File: src/rtl/xirq_pkg.sv
package xirq_pkg;
  localparam int unsigned REG_STAT = 0;
  localparam int unsigned REG_EN   = 1;
  localparam int unsigned REG_SIG  = 2;

  localparam int unsigned SRC_TX_EMPTY = 0;
  localparam int unsigned SRC_TX_FULL  = 1;
  localparam int unsigned SRC_TX_THR   = 2;
  localparam int unsigned SRC_RX_EMPTY = 3;
  localparam int unsigned SRC_RX_FULL  = 4;
  localparam int unsigned SRC_RX_THR   = 5;
  localparam int unsigned SRC_DESC     = 9;
  localparam int unsigned SRC_PKT      = 10;
  localparam int unsigned SRC_DMA_ERR  = 11;

  localparam logic [11:0] DEF_IMPL_MASK = 12'hE3F;
  localparam logic [11:0] DEF_SRST_PAT  =
    12'((1 << SRC_TX_EMPTY) | (1 << SRC_RX_EMPTY));
endpackage

File: src/rtl/xirq_status_bank.sv
module xirq_status_bank #(
  parameter int unsigned     N         = 12,
  parameter logic [N-1:0]    IMPL_MASK = '1,
  parameter logic [N-1:0]    SRST_PAT  = '0
) (
  input  logic         clk_i,
  input  logic         rst_ni,
  input  logic [N-1:0] evt_i,
  input  logic [N-1:0] clr_i,
  input  logic         soft_i,
  output logic [N-1:0] stat_o
);
  for (genvar i = 0; i < N; i++) begin : g_bit
    logic bit_q, bit_d;
    // event beats clear; soft reset beats both
    always_comb begin
      bit_d = bit_q;
      if (soft_i)        bit_d = SRST_PAT[i];
      else if (evt_i[i]) bit_d = 1'b1;
      else if (clr_i[i]) bit_d = 1'b0;
    end
    always_ff @(posedge clk_i or negedge rst_ni) begin
      if (!rst_ni) bit_q <= 1'b0;
      else         bit_q <= bit_d & IMPL_MASK[i];
    end
    assign stat_o[i] = bit_q;
  end
endmodule

File: src/rtl/xirq_mask_reg.sv
module xirq_mask_reg #(
  parameter int unsigned  N         = 12,
  parameter logic [N-1:0] IMPL_MASK = '1
) (
  input  logic         clk_i,
  input  logic         rst_ni,
  input  logic         we_i,
  input  logic [N-1:0] wdata_i,
  input  logic         soft_i,
  output logic [N-1:0] q_o
);
  logic [N-1:0] q;
  always_ff @(posedge clk_i or negedge rst_ni) begin
    if (!rst_ni)     q <= '0;
    else if (soft_i) q <= '0;
    else if (we_i)   q <= wdata_i & IMPL_MASK;
  end
  assign q_o = q;
endmodule

File: src/rtl/xirq_line.sv
module xirq_line #(
  parameter int unsigned N = 12
) (
  input  logic         clk_i,
  input  logic         rst_ni,
  input  logic [N-1:0] stat_i,
  input  logic [N-1:0] en_i,
  input  logic [N-1:0] sig_i,
  output logic         irq_o
);
  logic irq_q;
  always_ff @(posedge clk_i or negedge rst_ni) begin
    if (!rst_ni) irq_q <= 1'b0;
    else         irq_q <= |(stat_i & en_i & sig_i);
  end
  assign irq_o = irq_q;
endmodule

File: src/rtl/spi_evt_irq.sv
module spi_evt_irq
  import xirq_pkg::*;
#(
  parameter int unsigned  NSRC      = 12,
  parameter int unsigned  AW        = 2,
  parameter logic [NSRC-1:0] IMPL_MASK = NSRC'(DEF_IMPL_MASK),
  parameter logic [NSRC-1:0] SRST_PAT  = NSRC'(DEF_SRST_PAT)
) (
  input  logic            clk_i,
  input  logic            rst_ni,
  input  logic [NSRC-1:0] evt_i,
  input  logic            soft_rst_i,
  input  logic            req_i,
  input  logic            we_i,
  input  logic [AW-1:0]   addr_i,
  input  logic [NSRC-1:0] wdata_i,
  output logic [NSRC-1:0] rdata_o,
  output logic            irq_o
);
  logic            wr;
  logic            wr_en, wr_sig;
  logic [NSRC-1:0] stat_clr;
  logic [NSRC-1:0] stat_q, en_q, sig_q;

  assign wr       = req_i & we_i;
  assign wr_en    = wr && (addr_i == AW'(REG_EN));
  assign wr_sig   = wr && (addr_i == AW'(REG_SIG));
  assign stat_clr = (wr && (addr_i == AW'(REG_STAT))) ? wdata_i : '0;

  xirq_status_bank #(.N(NSRC), .IMPL_MASK(IMPL_MASK), .SRST_PAT(SRST_PAT)) u_stat (
    .clk_i, .rst_ni, .evt_i, .clr_i(stat_clr), .soft_i(soft_rst_i), .stat_o(stat_q)
  );

  xirq_mask_reg #(.N(NSRC), .IMPL_MASK(IMPL_MASK)) u_en (
    .clk_i, .rst_ni, .we_i(wr_en), .wdata_i, .soft_i(soft_rst_i), .q_o(en_q)
  );

  xirq_mask_reg #(.N(NSRC), .IMPL_MASK(IMPL_MASK)) u_sig (
    .clk_i, .rst_ni, .we_i(wr_sig), .wdata_i, .soft_i(soft_rst_i), .q_o(sig_q)
  );

  xirq_line #(.N(NSRC)) u_line (
    .clk_i, .rst_ni, .stat_i(stat_q), .en_i(en_q), .sig_i(sig_q), .irq_o
  );

  always_comb begin
    rdata_o = '0;
    if (req_i && !we_i) begin
      if (addr_i == AW'(REG_STAT))     rdata_o = stat_q;
      else if (addr_i == AW'(REG_EN))  rdata_o = en_q;
      else if (addr_i == AW'(REG_SIG)) rdata_o = sig_q;
    end
  end
endmodule

File: config.mk
export PLATFORM = sky130hd
export DESIGN_NAME = spi_evt_irq
export DESIGN_NICKNAME = d
export VERILOG_FILES = /design/src/rtl/xirq_pkg.sv /design/src/rtl/xirq_status_bank.sv /design/src/rtl/xirq_mask_reg.sv /design/src/rtl/xirq_line.sv /design/src/rtl/spi_evt_irq.sv
export SDC_FILE = /design/constraint.sdc
export NUM_CORES = 1
export LEC_CHECK = 0
export BUFFER_PORTS_ARGS = -buffer_cell sky130_fd_sc_hd__clkbuf_2
export CAP_MARGIN = 20
export CORE_MARGIN = 2
export CORE_UTILIZATION = 49
export CTS_CLUSTER_DIAMETER = 80
export DETAILED_ROUTE_END_ITERATION = 12
export PLACE_DENSITY = 0.76
export SLEW_MARGIN = 20
export SYNTH_ARGS = -nofsm -noshare
export SYNTH_HDL_FRONTEND = slang
export SYNTH_HIERARCHICAL = 1
export SYNTH_SLANG_ARGS = --single-unit
File: constraint.sdc
create_clock -name clk_i -period 1.18 [get_ports clk_i]
set_clock_uncertainty 0.2 [all_clocks]
set_input_delay 0.118 -clock clk_i [delete_from_list [all_inputs] [get_ports clk_i]]
set_output_delay 0.118 -clock clk_i [all_outputs]
set_load 0.1 [all_outputs]
# --- Word-level counts from Yosys, hierarchy flattened ---
# Cells that the tools add are included.
classes:
  eq_ne: 2
  n_mux: 36
  n_bitwise: 3
  reduce_logical: 18
ops:
  columns: ["operator", "count"]
  rows:
  - ["2-to-1 mux 12 bit", 9]
  - ["2-to-1 mux 1 bit", 27]
  - ["nonzero test 3 bit", 9]
  - ["AND 12 bit", 2]
  - ["OR reduction 12 bit", 1]
  - ["logical AND 1 bit", 4]
  - ["nonzero test 2 bit", 2]
  - ["== test 2 x 1 -> 1 bit, second input constant", 1]
  - ["== test 2 bit, second input constant", 1]
  - ["logical NOT 2 bit", 1]
  - ["AND 1 bit", 1]
  - ["logical NOT 1 bit", 1]
word_totals:
  reg_bits: 34
  in_bits: 31
  output_inout_bits: 13
  word_cells: 71

# --- Depth between registers and ports, before layout ---
# Gate-level depths: netlist (run 1).
depth:
  depth_word: 6
  ltp_mapped: 6
  mapped_depth_nobuf: 5

# --- By module ---
# The synthesis (run 1) kept the hierarchy.
by_module_without_submodules:
  columns: ["mod", "instances", "cells_each", "area_each_um2", "seq_area_each_um2"]
  rows:
  - ["xirq_mask_reg", 2, 33, 390.4, 225.2]
  - ["spi_evt_irq", 1, 74, 591.8, 0.0]
  - ["xirq_status_bank", 1, 50, 465.4, 225.2]
  - ["xirq_line", 1, 17, 110.1, 25.0]

# --- Least setup slack after synthesis (run 1) ---
# OpenSTA, ideal clock, no wires.
synth_timing:
  kind: "flip-flop to output port"
  startpoint: "register u_stat.g_bit[10].bit_q"
  endpoint: "output rdata_o[10]"
  t_arrival_ns: 2.848
  required_ns: 0.862
  setup_slack_ns: -1.986
  stages_incl_launch_ff: 5
  path_buffers: 1
  cell_sequence: "dfrtp_1 > buf_4 > nor2b_1 > a211oi_1 > a211oi_1"
synth_via:
  elab_chain_len: 2
synth_rtl:
  columns: ["element", "line", "rtl"]
  rows:
  - ["start: declaration", "xirq_status_bank.sv:14", "logic bit_q, bit_d;"]
  - ["start signal: assignment", "xirq_status_bank.sv:24", "else bit_q <= bit_d & IMPL_MASK[i];"]
  - ["2-to-1 mux 12 bit", "spi_evt_irq.sv:49", "if (addr_i == AW'(REG_STAT)) rdata_o = stat_q;"]
  - ["2-to-1 mux 12 bit", "spi_evt_irq.sv:48", "if (req_i && !we_i) begin"]
  - ["end: declaration", "spi_evt_irq.sv:17", "output logic [NSRC-1:0] rdata_o,"]
# Every way passes these cells.

# --- Final worst setup path (run 1) ---
layout_timing:
  startpoint: "register u_stat.g_bit[9].bit_q"
  endpoint: "output rdata_o[9]"
layout_via:
  elab_chain_len: 2
layout_rtl:
  columns: ["element", "line"]
  rows:
  - ["start: declaration", "xirq_status_bank.sv:14"]
  - ["start signal: assignment", "xirq_status_bank.sv:24"]
  - ["2-to-1 mux 12 bit", "spi_evt_irq.sv:49"]
  - ["2-to-1 mux 12 bit", "spi_evt_irq.sv:48"]
# Every way passes these cells.

==> results_dict.tcl, run 1 <==
set metrics [dict create \
    final_common_cell "dfrtp_1" \
    grt_pass1_vias 1726 \
    clockBufferDepth 2 \
    power_density_nw_per_um2 763 \
    cap_violations 0 \
    use_met2_pct 45.4 \
    cp_max_fo 3 \
    start_util_pct 51.9 \
    cts_tree "built" \
    ioPinCount 44 \
    post-route-period-util_pct 140 \
    placed_area_um2 2620 \
    fp-row-count 22 \
    cp.required_ns 0.86 \
    period_minus_slack_ns 1.65 \
    drive_gt1_share_pct 45.7 \
    insertion_delay_ns 0.28 \
    cts.sinks 28 \
    syn_inst 204 \
    p_leak_nw 1.32 \
    die_area_um2 4460 \
    fill_cells 183 \
    yosysWarnings 6 \
    cp-start-kind "flip-flop" \
    synth.avg_cell_area_um2 9.46 \
    instances_no_fill 317 \
    setup_ws_ns -0.468 \
    stdcell_area_um2 3160 \
    post_drt_via_cell_ratio 5.28 \
    final_cell_mix "dfrtp_1, buf_12, dlygate4sd3_1, nand2b_1, nor2_1" \
    grt_max_degree 29 \
    final_util_pct 85.1 \
    gp_congestion 0.748 \
    grt.total_usage_pct 24.8 \
    drt_pass1_iterations 4 \
    drc 0 \
    arrival_ns 1.33 \
    grtUsageMet3_pct 4.39 \
    antenna_found_initial 0 \
    die_h_um 66.8 \
    wl_per_cell_um 16.8 \
    clk_pin_slew_worst_paths_ns 0.09 \
    dpl.hpwl_um 3190 \
    max_freq_ghz 0.607 \
    num-nets-final 301 \
    ant_nets 0 \
    vias 1673 \
    hold_violations 0 \
    root_buffer "clkbuf_8" \
    status "complete, but fails checks" \
    die_x_um 66.8 \
    ir_drop_uv 625 \
    syn_area_um2 1930 \
    worst-setup-path-type "reg -> out" \
    timing.final.max_slew_violations 0 \
    synthToLayoutAreaGrowth_pct 63.9 \
    violations "negative setup slack" \
    rsz0062_at_grt "yes" \
    grt_busiest_layer "met2" \
    grt_pass1_wl_um 8170 \
    core_um2 3720 \
    h-tree-depth 1 \
    drt_wl_total_um 5330 \
    grt-ovfl-total 0 \
    grt_use_met1_pct 30.3 \
    cts_buffers 3 \
    finalSetupViolations 19 \
    drt_iter0_markers 102 \
    hp-class "in -> reg" \
    dp_cells 282 \
    end_kind "output pin" \
    p_total_mw 2.41 \
    portBuffers 37 \
    diodes 0 \
]
critical path: stages (launching register included):
cell and delay, ns:
dfrtp_1 0.39, nor2b_4 0.15, a211oi_2 0.05, a211oi_4 0.24, buf_12 0.22
sequential cells by signal, summed over array words and instances, names as in the netlist:
signal	cells
u_stat/g_bit.bit_q	9
u_sig/q_o	9
u_line/irq_o	1
u_en/q_o	9
power breakdown:
group / switching [mW] / internal, mW / leakage (nW)
clock: 0.294 / 0.243 / 0.0228
combinational: 0.450 / 0.403 / 0.928
sequential: 0.0306 / 0.992 / 0.366
total: 0.774 / 1.64 / 1.32
timing repair:
item | CTS | global route
setup buffers | 12 | 6
hold buffers | 19 | 1
pin swaps | 10 | 9
cloned | 1 | 0
endpoints found under the setup margin | 14 | 38
hold endpoints to repair | 55 | 1
resized for setup | 13 | 36
layer usage:
| layer | vias up | wire length (µm) |
|---|---|---|
| met1 | 851 | 2150 |
| met5 | - | 0 |
| met2 | 38 | 2970 |
| met4 | 0 | 29 |
| met3 | 5 | 171 |
| li1 | 779 | - |
final cells by class:
class / count / area (µm²) / share of cell area [%]
multi-input combinational: 141 / 1300 / 41.1
clock buffer: 4 / 45.0 / 1.42
inverter: 9 / 33.8 / 1.07
tap: 48 / 60.1 / 1.90
sequential: 28 / 702 / 22.2
timing repair buffer: 87 / 1020 / 32.3
final timing paths:
path / start / endpoint / slack, ns / depth (start not counted)
min in group asynchronous: rst_ni / u_stat/g_bit[5].bit_q / 0.18 / 3
max: u_stat/g_bit[9].bit_q / rdata_o[9] / -0.47 / 4
min: wdata_i[10] / u_sig/q_o[10] / 0.11 / 3
min reg2reg: u_sig/q_o[9] / u_sig/q_o[9] / 0.37 / 2
max reg2reg: u_stat/g_bit[10].bit_q / u_line/irq_o / -0.29 / 4
max in group asynchronous: rst_ni / u_line/irq_o / 0.32 / 3
per-stage QoR:
| stage | hold slack (ns) | worst slack (ns) | setup TNS (ns) |
|---|---|---|---|
| detailed placement | -0.0439 | -0.304 | -8.47 |
| CTS | 0.00407 | -0.463 | -5.16 |
| global placement | -0.0589 | -0.289 | -8.08 |
| floorplan | -0.378 | -0.557 | -8.25 |
| global route | 0.134 | -0.527 | -5.15 |
| finish | 0.107 | -0.468 | -4.51 |
Power figures use the tool's default switching activity.
==> inputs of run 2 (changes only) <==
--- a/config.mk
+++ b/config.mk
@@ -7,6 +7,7 @@
 export LEC_CHECK = 0
 export BUFFER_PORTS_ARGS = -buffer_cell sky130_fd_sc_hd__clkbuf_2
 export CAP_MARGIN = 20
+export CORE_ASPECT_RATIO = 1.75
 export CORE_MARGIN = 2
 export CORE_UTILIZATION = 49
 export CTS_CLUSTER_DIAMETER = 80
==> results_dict.tcl, run 2 (same netlist as run 1, synthesis figures left out) <==
set metrics [dict create \
    grt_max_degree 28 \
    drt_wl_total_um 5950 \
    vias 1747 \
    dpl.hpwl_um 3250 \
    grt_pass1_wl_um 8360 \
    die_h_um 87.0 \
    worst-setup-path-type "reg -> out" \
    violations "negative setup slack" \
    reg2reg_from "u_stat/g_bit[9].bit_q" \
    clockBufferDepth 2 \
    period_minus_slack_ns 1.63 \
    diodes 0 \
    insertion_delay_ns 0.28 \
    cts_buffers 3 \
    ir_drop_uv 878 \
    drive_gt1_share_pct 51.4 \
    cts_tree "built" \
    finalSetupViolations 30 \
    portBuffers 37 \
    ant_nets 0 \
    p_leak_nw 1.36 \
    power_density_nw_per_um2 772 \
    drc 0 \
    endpoint "rdata_o[9]" \
    rr_endpoint "u_line/irq_o" \
    max_freq_ghz 0.612 \
    post_drt_via_cell_ratio 5.39 \
    post-route-period-util_pct 138 \
    timing.hold.ws_ns 0.0136 \
    final_cell_mix "dfrtp_1, buf_12, buf_4, dlygate4sd3_1, clkbuf_2" \
    cp_max_fo 2 \
    start_util_pct 50.4 \
    gp_congestion 0.803 \
    reg2reg_slack_ns -0.32 \
    antenna_found_initial 0 \
    clk_pin_slew_worst_paths_ns 0.09 \
    ioPinCount 44 \
    h-tree-depth 1 \
    grt_pass1_vias 1807 \
    cp-start-kind "flip-flop" \
    wl_per_cell_um 18.4 \
    status "complete, but fails checks" \
    num-nets-final 308 \
    final_util_pct 85.1 \
    die_area_um2 4480 \
    rr_worst_depth 4 \
    timing.final.max_slew_violations 0 \
    synthToLayoutAreaGrowth_pct 68.9 \
    die_x_um 51.4 \
    grt-ovfl-total 0 \
    hp-class "in -> reg" \
    core_um2 3830 \
    dp_slack_ns -0.320 \
    fp-row-count 30 \
    cp-startpoint "u_stat/g_bit[9].bit_q" \
    drt_pass1_iterations 4 \
    drt_iter0_markers 46 \
    setup_ws_ns -0.453 \
    hold_violations 0 \
    rsz0062_at_grt "yes" \
    stdcell_area_um2 3260 \
    cp.required_ns 0.86 \
    cts.sinks 28 \
    placed_area_um2 2580 \
    cap_violations 0 \
    grt.total_usage_pct 25.1 \
    arrival_ns 1.31 \
    root_buffer "clkbuf_8" \
    final_common_cell "dfrtp_1" \
    end_kind "output pin" \
]
## run 2: repair_timing
item                                    4_1_cts  5_1_grt
cloned                                        1        1
endpoints found under the hold margin        55        0
endpoints found under the setup margin       15       37
setup buffers                                12       11
hold buffers                                 19        0
pin swaps                                     8       18
gates resized for setup                      12       42
## run 2: how the worst min path moves through the flow
stage / depth (start not counted) / to / slack (ns) / startpoint
global route: 3 / u_stat/g_bit[5].bit_q / 0.03 / soft_rst_i
finish: 3 / u_stat/g_bit[5].bit_q / 0.01 / soft_rst_i
CTS: 3 / u_stat/g_bit[1].bit_q / 0.01 / soft_rst_i
global placement: 1 / u_stat/g_bit[2].bit_q / -0.20 / rst_ni
floorplan: 0 / u_en/q_o[0] / -0.38 / rst_ni
detailed placement: 1 / u_stat/g_bit[2].bit_q / -0.20 / rst_ni
## run 2: area by class of cell
| cell class | count | area (µm²) |
|---|---|---|
| Fill cell | 187 | 569 |
| Tap cell | 48 | 60.1 |
| Clock buffer | 4 | 55.1 |
| Inverter | 9 | 33.8 |
| Timing Repair Buffer | 94 | 1080 |
| Multi-Input combinational cell | 141 | 1330 |
| Sequential cell | 28 | 702 |
## run 2: per-stage QoR
| step | TNS (ns) | instances | total power, mW |
|---|---|---|---|
| detailed placement | -9.07 | 280 | 1.71 |
| floorplan | -8.25 | 210 | 1.53 |
| finish | -4.91 | 324 | 2.52 |
| global placement | -8.28 | 280 | 1.70 |
| CTS | -4.21 | 316 | 2.43 |
| global route | -6.10 | 324 | 2.61 |
## run 2: critical path, cell delays in order, from the launching register on
cell and delay [ns]:
dfrtp_1 0.40, nor2b_4 0.16, a211oi_2 0.05, a211oi_4 0.21
buf_12 0.21
## run 2: report_power, final
group	switching (mW)	internal, mW	total, mW
clock network	0.301	0.299	0.600
logic	0.473	0.425	0.897
registers	0.0284	0.992	1.02
## run 2: metal layers
layer	track usage [%]	vias up	part of all wire, %
li1	-	794	-
met1	28.5	877	38
met2	45.5	58	55
met3	2.75	18	4.0
met4	12.0	0	3.2
met5	0	-	0
==> inputs of run 3 (changes only) <==
--- a/config.mk
+++ b/config.mk
@@ -5,6 +5,7 @@
 export SDC_FILE = /design/constraint.sdc
 export NUM_CORES = 1
 export LEC_CHECK = 0
+export ABC_AREA = 1
 export BUFFER_PORTS_ARGS = -buffer_cell sky130_fd_sc_hd__clkbuf_2
 export CAP_MARGIN = 20
 export CORE_ASPECT_RATIO = 1.75
==> results_dict.tcl, run 3 <==
set metrics [dict create \
    status "complete, but fails checks" \
    violations "negative setup slack" \
    syn_inst 272 \
    p_leak_nw 1.65 \
    end_kind "output pin" \
    die_area_um2 4420 \
    p_total_mw 2.24 \
    wl_per_cell_um 17.6 \
    cts_buffers 3 \
    die_h_um 86.4 \
    period_minus_slack_ns 1.59 \
    grt.total_usage_pct 28.1 \
    cts_tree "built" \
    timing.hold.ws_ns 0.00250 \
    fp-row-count 30 \
    clockBufferDepth 2 \
    ant_nets 0 \
    dp_slack_ns -0.191 \
    synth.avg_cell_area_um2 7.00 \
    power_density_nw_per_um2 722 \
    arrival_ns 1.27 \
    worst-setup-path-type "reg -> out" \
    drt_iter0_markers 105 \
    cp_max_fo 2 \
    gp_congestion 0.817 \
    dpl.hpwl_um 3500 \
    setup_ws_ns -0.411 \
    die_x_um 51.1 \
    cp.required_ns 0.86 \
    max_freq_ghz 0.628 \
    final_cell_mix "nand2_1, buf_4, nand3_1, inv_1, dfrtp_1" \
    timing.final.max_slew_violations 0 \
    syn_area_um2 1900 \
    insertion_delay_ns 0.28 \
    start_util_pct 50.2 \
    hp-class "in -> reg" \
    grt_pass1_vias 2226 \
    stdcell_area_um2 3100 \
    post-route-period-util_pct 135 \
    antenna_found_initial 0 \
    rsz0062_at_grt "yes" \
    finalSetupViolations 23 \
    post_drt_via_cell_ratio 5.45 \
    drt_pass1_iterations 6 \
    hold_violations 0 \
    vias 2307 \
    cp-start-kind "flip-flop" \
    cap_violations 0 \
    h-tree-depth 1 \
    met2_length_um 3870 \
    dr.max_layer_used "met4" \
    clk_pin_slew_worst_paths_ns 0.09 \
    final_common_cell "nand2_1" \
    m1WireLength_um 2690 \
    met3_length_um 483 \
    grt_max_degree 29 \
    drt_wl_total_um 7460 \
    cts.sinks 28 \
    synthToLayoutAreaGrowth_pct 63.1 \
    grt-ovfl-total 0 \
    grt_pass1_wl_um 9270 \
    diodes 0 \
    drc 0 \
    yosysWarnings 6 \
    portBuffers 34 \
    num-nets-final 407 \
    core_um2 3790 \
    ir_drop_uv 980 \
    root_buffer "clkbuf_8" \
    placed_area_um2 2450 \
    ioPinCount 44 \
    drive_gt1_share_pct 43.5 \
]
==> run 3: timing repair <==
action                                 4_1_cts  5_1_grt
buffers inserted                            10       14
pin swaps                                   20       17
setup endpoints to repair                   11       14
hold buffers                                20        3
endpoints found under the hold margin       55        2
gates resized for setup                     21       36
==> run 3: report_power, final <==
group	switching, mW	leakage (nW)	internal, mW	total [mW]
clock	0.305	0.0228	0.243	0.547
sequential	0.0299	0.366	0.992	1.02
combinational	0.393	1.26	0.279	0.672
==> run 3: layout make-up <==
class / count / area, µm²
Fill cell: 219 / 688
Inverter: 42 / 191
Sequential cell: 28 / 702
Clock buffer: 4 / 45.0
Timing Repair Buffer: 121 / 1080
Multi-Input combinational cell: 180 / 1020
Tap cell: 48 / 60.1
==> run 3: worst max-delay path, stage by stage (launching register included) <==
cell	delay (ns)
dfrtp_1	0.43
nand3_1	0.14
nand3_2	0.08
nand2_2	0.09
clkinvlp_4	0.09
buf_12	0.17
==> run 3: final timing paths <==
kind | to | startpoint | slack, ns | cells after the start
setup reg to reg | u_line/irq_o | u_sig/q_o[0] | -0.31 | 7
max in group asynchronous | u_line/irq_o | rst_ni | 0.31 | 3
setup / recovery | rdata_o[2] | u_sig/q_o[2] | -0.41 | 5
hold reg to reg | u_sig/q_o[4] | u_sig/q_o[4] | 0.42 | 3
min in group asynchronous | u_sig/q_o[9] | rst_ni | 0.17 | 3
hold / removal | u_stat/g_bit[3].bit_q | soft_rst_i | 0.002 | 4
==> run 3: metal layers <==
| layer | up-vias | GRT usage (%) |
|---|---|---|
| met3 | 42 | 3.10 |
| met2 | 151 | 51.4 |
| met1 | 1083 | 27.1 |
| met5 | - | 0 |
| li1 | 1031 | - |
| met4 | 0 | 22.6 |
==> run 3: through the flow <==
step                      std cells  utilization (%)  setup TNS, ns
after CTS                       410             74.9          -2.93
after detailed placement        376             64.5          -4.63
after floorplan                 278                -          -2.07
after global placement          376             64.5          -4.01
after global routing            423             81.8          -4.90
final                           423             81.8          -4.05
